**src/rtl/simd_cmp_pkg.sv**
```systemverilog
package simd_cmp_pkg;

    localparam int INSN_W = 32;
    localparam logic [5:0] PRIMARY_OP = 6'd4;

    localparam logic [9:0] XO_EQ_B  = 10'd6;
    localparam logic [9:0] XO_EQ_H  = 10'd70;
    localparam logic [9:0] XO_EQ_W  = 10'd134;
    localparam logic [9:0] XO_GTU_B = 10'd518;
    localparam logic [9:0] XO_GTU_H = 10'd582;
    localparam logic [9:0] XO_GTU_W = 10'd646;
    localparam logic [9:0] XO_GTS_B = 10'd774;
    localparam logic [9:0] XO_GTS_H = 10'd838;
    localparam logic [9:0] XO_GTS_W = 10'd902;

    typedef enum logic [1:0] {
        LS_BYTE = 2'd0,
        LS_HALF = 2'd1,
        LS_WORD = 2'd2
    } lane_sz_e;

    typedef enum logic [1:0] {
        REL_EQ  = 2'd0,
        REL_GTU = 2'd1,
        REL_GTS = 2'd2
    } rel_e;

    typedef struct packed {
        logic     legal;
        logic     rec;
        lane_sz_e sz;
        rel_e     rel;
    } cmp_op_t;

    function automatic cmp_op_t decode_insn(input logic [5:0] prim,
                                            input logic       rc,
                                            input logic [9:0] xo);
        cmp_op_t op;
        op.legal = (prim == PRIMARY_OP);
        op.rec   = rc;
        op.sz    = LS_BYTE;
        op.rel   = REL_EQ;
        case (xo)
            XO_EQ_B:  begin op.sz = LS_BYTE; op.rel = REL_EQ;  end
            XO_EQ_H:  begin op.sz = LS_HALF; op.rel = REL_EQ;  end
            XO_EQ_W:  begin op.sz = LS_WORD; op.rel = REL_EQ;  end
            XO_GTU_B: begin op.sz = LS_BYTE; op.rel = REL_GTU; end
            XO_GTU_H: begin op.sz = LS_HALF; op.rel = REL_GTU; end
            XO_GTU_W: begin op.sz = LS_WORD; op.rel = REL_GTU; end
            XO_GTS_B: begin op.sz = LS_BYTE; op.rel = REL_GTS; end
            XO_GTS_H: begin op.sz = LS_HALF; op.rel = REL_GTS; end
            XO_GTS_W: begin op.sz = LS_WORD; op.rel = REL_GTS; end
            default:  op.legal = 1'b0;
        endcase
        return op;
    endfunction

endpackage

```
**src/rtl/simd_cmp_decode.sv**
```systemverilog
module simd_cmp_decode
    import simd_cmp_pkg::*;
(
    input  logic [INSN_W-1:0] insn,
    output cmp_op_t           op
);
    // Register-number fields (insn bits 6-20) do not affect the compare.
    logic unused_reg_fields;
    assign unused_reg_fields = ^insn[25:11];

    always_comb begin
        op = decode_insn(insn[31:26], insn[10], insn[9:0]);
    end
endmodule

```
**src/rtl/simd_cmp_lanes.sv**
```systemverilog
module simd_cmp_lanes
    import simd_cmp_pkg::*;
#(
    parameter int VEC_W  = 128,
    parameter int LANE_W = 8
) (
    input  logic [VEC_W-1:0] va,
    input  logic [VEC_W-1:0] vb,
    input  rel_e             rel,
    output logic [VEC_W-1:0] lane_mask
);
    localparam int N_LANES = VEC_W / LANE_W;

    for (genvar i = 0; i < N_LANES; i++) begin : g_lane
        localparam int TOP = VEC_W - 1 - i * LANE_W;
        logic [LANE_W-1:0] la, lb;
        logic hit;
        assign la = va[TOP -: LANE_W];
        assign lb = vb[TOP -: LANE_W];
        always_comb begin
            case (rel)
                REL_GTU: hit = (la > lb);
                REL_GTS: hit = ($signed(la) > $signed(lb));
                default: hit = (la == lb);
            endcase
        end
        assign lane_mask[TOP -: LANE_W] = {LANE_W{hit}};
    end
endmodule

```
**src/rtl/simd_cmp_summary.sv**
```systemverilog
module simd_cmp_summary
    import simd_cmp_pkg::*;
#(
    parameter int VEC_W = 128
) (
    input  logic [VEC_W-1:0] res,
    input  cmp_op_t          op,
    output logic [3:0]       cond_nxt,
    output logic             we_nxt
);
    logic all_true, all_false;
    assign all_true  = &res;
    assign all_false = ~|res;

    always_comb begin
        we_nxt   = op.legal & op.rec;
        cond_nxt = we_nxt ? {all_true, 1'b0, all_false, 1'b0} : 4'b0000;
    end
endmodule

```
**src/rtl/simd_cmp_unit.sv**
```systemverilog
module simd_cmp_unit
    import simd_cmp_pkg::*;
#(
    parameter int VEC_W = 128
) (
    input  logic              clk,
    input  logic              rst,
    input  logic              in_valid,
    input  logic [INSN_W-1:0] insn,
    input  logic [VEC_W-1:0]  src_a,
    input  logic [VEC_W-1:0]  src_b,
    output logic              out_valid,
    output logic [VEC_W-1:0]  mask,
    output logic [3:0]        cond,
    output logic              cond_we,
    output logic              illegal
);
    localparam int N_SZ = 3;

    cmp_op_t op;
    logic [VEC_W-1:0] mask_by_sz [N_SZ];
    logic [VEC_W-1:0] sel_mask;
    logic [3:0]       cond_nxt;
    logic             we_nxt;

    simd_cmp_decode u_dec (
        .insn (insn),
        .op   (op)
    );

    for (genvar g = 0; g < N_SZ; g++) begin : g_sz
        simd_cmp_lanes #(
            .VEC_W  (VEC_W),
            .LANE_W (8 << g)
        ) u_lanes (
            .va        (src_a),
            .vb        (src_b),
            .rel       (op.rel),
            .lane_mask (mask_by_sz[g])
        );
    end

    always_comb begin
        sel_mask = '0;
        if (op.legal) begin
            case (op.sz)
                LS_HALF: sel_mask = mask_by_sz[1];
                LS_WORD: sel_mask = mask_by_sz[2];
                default: sel_mask = mask_by_sz[0];
            endcase
        end
    end

    simd_cmp_summary #(
        .VEC_W (VEC_W)
    ) u_sum (
        .res      (sel_mask),
        .op       (op),
        .cond_nxt (cond_nxt),
        .we_nxt   (we_nxt)
    );

    always_ff @(posedge clk) begin
        if (rst) begin
            out_valid <= 1'b0;
            mask      <= '0;
            cond      <= '0;
            cond_we   <= 1'b0;
            illegal   <= 1'b0;
        end else begin
            out_valid <= in_valid;
            if (in_valid) begin
                mask    <= sel_mask;
                cond    <= cond_nxt;
                cond_we <= we_nxt;
                illegal <= ~op.legal;
            end else begin
                cond    <= '0;
                cond_we <= 1'b0;
                illegal <= 1'b0;
            end
        end
    end
endmodule

```
**config.mk**
```make
export PLATFORM = sky130hd
export DESIGN_NAME = simd_cmp_unit
export DESIGN_NICKNAME = d
export VERILOG_FILES = /design/src/rtl/simd_cmp_pkg.sv /design/src/rtl/simd_cmp_decode.sv /design/src/rtl/simd_cmp_lanes.sv /design/src/rtl/simd_cmp_summary.sv /design/src/rtl/simd_cmp_unit.sv
export SDC_FILE = /design/constraint.sdc
export NUM_CORES = 1
export LEC_CHECK = 0
export CAP_MARGIN = 20
export CORE_AREA = 2 2 166 168
export CTS_BUF_LIST = sky130_fd_sc_hd__clkbuf_4 sky130_fd_sc_hd__clkbuf_8 sky130_fd_sc_hd__clkbuf_16
export CTS_CLUSTER_SIZE = 10
export DETAILED_ROUTE_END_ITERATION = 7
export DIE_AREA = 0 0 168 170
export PLACE_DENSITY_LB_ADDON = 0.2
export RECOVER_POWER = 100
export SLEW_MARGIN = 25
export SYNTH_ARGS = -nofsm -noshare
export SYNTH_HDL_FRONTEND = slang
export SYNTH_SLANG_ARGS = --single-unit
```
**constraint.sdc**
```tcl
create_clock -name clk -period 4.85 [get_ports clk]
set_input_delay 0.485 -clock clk [delete_from_list [all_inputs] [get_ports clk]]
set_output_delay 0.485 -clock clk [all_outputs]
set_load 0.005 [all_outputs]
```
==> out/qor.yml <==
grt_max_degree: 30
dp_hpwl_um: 22550
drtPass1Iterations: 5
portBuffers: 408
cp.arrival_ns: 4.44
synthCells: 988
gr-usage-met1_pct: 18.96
synth_top_area_cell: "ha_1"
synth_most_common_cell: "inv_1"
grt_first_pass_wirelength_um: 38210
nNetsFinal: 1714
fill_cells: 2818
htreeDepth: 1
clock_path_buffers: 2
power_mw: 0.9506
seq_area_um2: 420.4
syn-cell-area_um2: 6915
synth.area.top_cells: "ha_1, buf_4, inv_1"
tns_ns: 0
top_usage_layer: "met2"
cts-resized-gates: 0
p_switching_mw: 0.3186
ios: 426
finClkSkew_ns: 0
path_common_cell: "o21ai_1"
path_cells: "dlygate4sd3_1 -> nand4bb_1 -> nor3_1 -> nand3_1 -> inv_1 -> nand2_1 -> ha_1 -> buf_4 -> a21oi_1 -> a21oi_2 -> a2bb2oi_1 -> o311ai_2 -> a31oi_1 -> o21ai_1 -> o21ai_1 -> a2111o_1 -> nor4b_2"
cp_slowest_cell: "dlygate4sd3_1"
hold_class: "reg2reg"
fp.dieW_um: 168
synth_edf_count: 0
r2r_start: "mask[126]$_SDFFE_PP0P_"
power_frac_clock_pct: 18.3
fin_crit_sh_pct: 88.10
worst-slew-pin-transition_ns: 0.8777
status: "completed"
rsz0062_at_grt: "false"
place_inst: 1615
utilization_pct: 39.74
totalWireLength_um: 24760
overflow: 0
power_per_cell_area_nw_per_um2: 89.76
cellInternalPower_mw: 0.6320
finalMaxSlewViolations: 0
slew_headroom_pct: 41.27
multi_input_area_um2: 4890
crit_family: "compound AO/OA/AOI/OAI gates"
path_buf_inv: 3
syn2layout_area_growth_pct: 53.14
vias_per_cell: 4.677
switching_share_pct: 33.51
ys_seq_area_share_pct: 6.079
cts_tree: "yes"
hold_violations: 0
grt_usage_pct: 16.72
antenna_found_initial: 0
ys_top_cells_by_count: "inv_1, ha_1, buf_4, a21oi_1, nand2_1"
vias: 7577
fin_cells: 1620
core_area_um2: 26650
fmax_mhz: 234.0
numCtsBuffers: 3
synth_top_area_share_pct: 26.05
slowest_delay_ns: 0.52
ctsRootBufferMaster: "clkbuf_16"
cts_hold_buf: 0
postSynth.asyncResetShare_pct: 0
worstHoldStart: "mask[71]$_SDFFE_PP0P_"
drc: 0
avgSynthCellArea_um2: 6.999
gp_congestion: 0.8039
wl_per_cell_um: 15.28
power_frac_seq_pct: 18.5
netlist-cell-type-count: 77
path_class: "in2reg"
p_comb_share_pct: 63.2
period_minus_slack_ns: 4.273
die_h_um: 170
met3_usage_pct: 2.744
rows: 60
setup_violations: 0
final_layout_size_suffix_gt1_share_pct: 2.504
antenna_left: 0
critPathRequiredTime_ns: 5.02
drtIter0Drc: 243
yosys_warnings: 0
drv_cap: 0
ys.flop_type: "dfxtp_1"
fp.dieArea_um2: 28560
clock-sinks: 21
p_leak_nw: 5.166
vdd_drop_max_mv: 0.1183
endpoint_kind: "flop"
whs_ns: 0.5933
grt_pass1_vias: 7322
start_util_pct: 25.95
clock_insertion_delay_worst_skew_ns: 0.25
ys_ff_latch: 21
crit_path_start_kind: "primary input"
crit_fanout: 11
clk_pin_slew_worst_paths_ns: 0.06
cts_post_setup_buffers_inserted: 0
startpoint: "insn[3]"
met2_usage_pct: 33.13
## power by group through the flow
stage / clock (mW) / sequential, mW / combinational, mW
2_1_floorplan: 0 / 0.180 / 0.291
3_3_place_gp: 0 / 0.180 / 0.604
3_5_place_dp: 0 / 0.180 / 0.609
4_1_cts: 0.178 / 0.177 / 0.612
5_1_grt: 0.188 / 0.177 / 0.677
6_report: 0.174 / 0.176 / 0.600
## cell usage in the layout (no fill, tap or decap), types with 3 or more instances in the layout
cell type,n
a2111oi_0,6
a211oi_1,6
a21oi_1,107
a221oi_1,4
a31oi_1,7
and2_0,3
and2_1,3
and3_1,5
buf_4,8
clkbuf_16,3
clkdlybuf4s50_1,273
dfxtp_1,21
dlygate4sd3_1,135
ha_1,144
inv_1,166
mux2i_1,12
nand2_1,79
nand2b_1,14
nand3_1,10
nand3b_1,6
nand4_1,27
nand4_2,3
nor2_1,55
nor2b_1,12
nor3_1,17
nor3b_1,3
o211ai_1,10
o21a_1,5
o21ai_0,46
o21ai_1,3
o21bai_1,8
o221ai_1,4
o22ai_1,3
o311ai_0,4
o31ai_1,3
or3_1,4
xnor2_1,6
## final timing paths
| kind | slack, ns | to | depth (start not counted) |
|---|---|---|---|
| hold reg to reg | 0.59 | mask[71]$_SDFFE_PP0P_ | 2 |
| hold / removal | 0.59 | mask[71]$_SDFFE_PP0P_ | 2 |
| setup / recovery | 0.58 | cond[1]$_SDFF_PP0_ | 17 |
| setup reg to reg | 3.92 | mask[126]$_SDFFE_PP0P_ | 2 |
## state kept, by name, summed over array words and instances, names as in the netlist
signal     flops
mask          16
cond           2
cond_we        1
illegal        1
out_valid      1
## layout make-up
class                           count  share of cell area [%]
Multi-Input combinational cell    670                   46.17
Timing Repair Buffer              417                   39.17
Inverter                          166                   5.884
Tap cell                          341                   4.029
Sequential cell                    21                   3.970
Clock buffer                        3                  0.7089
Clock inverter                      1                 0.04726
Antenna cell                        1                 0.02363
## tightest hold or removal path, cell delays in order (launching register included)
cell and delay [ns]:
dfxtp_1 0.39, nand2b_1 0.11, a21oi_1 0.05
## metal layers
| metal | vias to the layer above | share of wire, % |
|---|---|---|
| met4 | 0 | 0.74 |
| li1 | 3887 | - |
| met5 | - | 0 |
| met3 | 10 | 7.0 |
| met1 | 3393 | 40 |
| met2 | 287 | 53 |
## cells by family after synthesis
group	after synthesis	synth area share (%)
buffers and inverters	298	23.18
and+or+nand+nor	260	20.01
AOI/OAI and AO/OA	245	22.00
other	1	0.05423
adders and majority gates	144	26.05
DFF	21	6.079
xor gates and xnor gates	7	0.8866
muxes	12	1.737
## metrics by stage
| stage | instance area [µm²] | setup slack, ns |
|---|---|---|
| floorplan | 6919 | 1.482 |
| global placement | 10520 | 0.4881 |
| finish | 10590 | 0.5771 |
| detailed placement | 10520 | 0.4304 |
| global route | 10590 | 0.2475 |
| CTS | 10600 | 0.6895 |
Note: power is estimated with default switching activity, not from simulation.
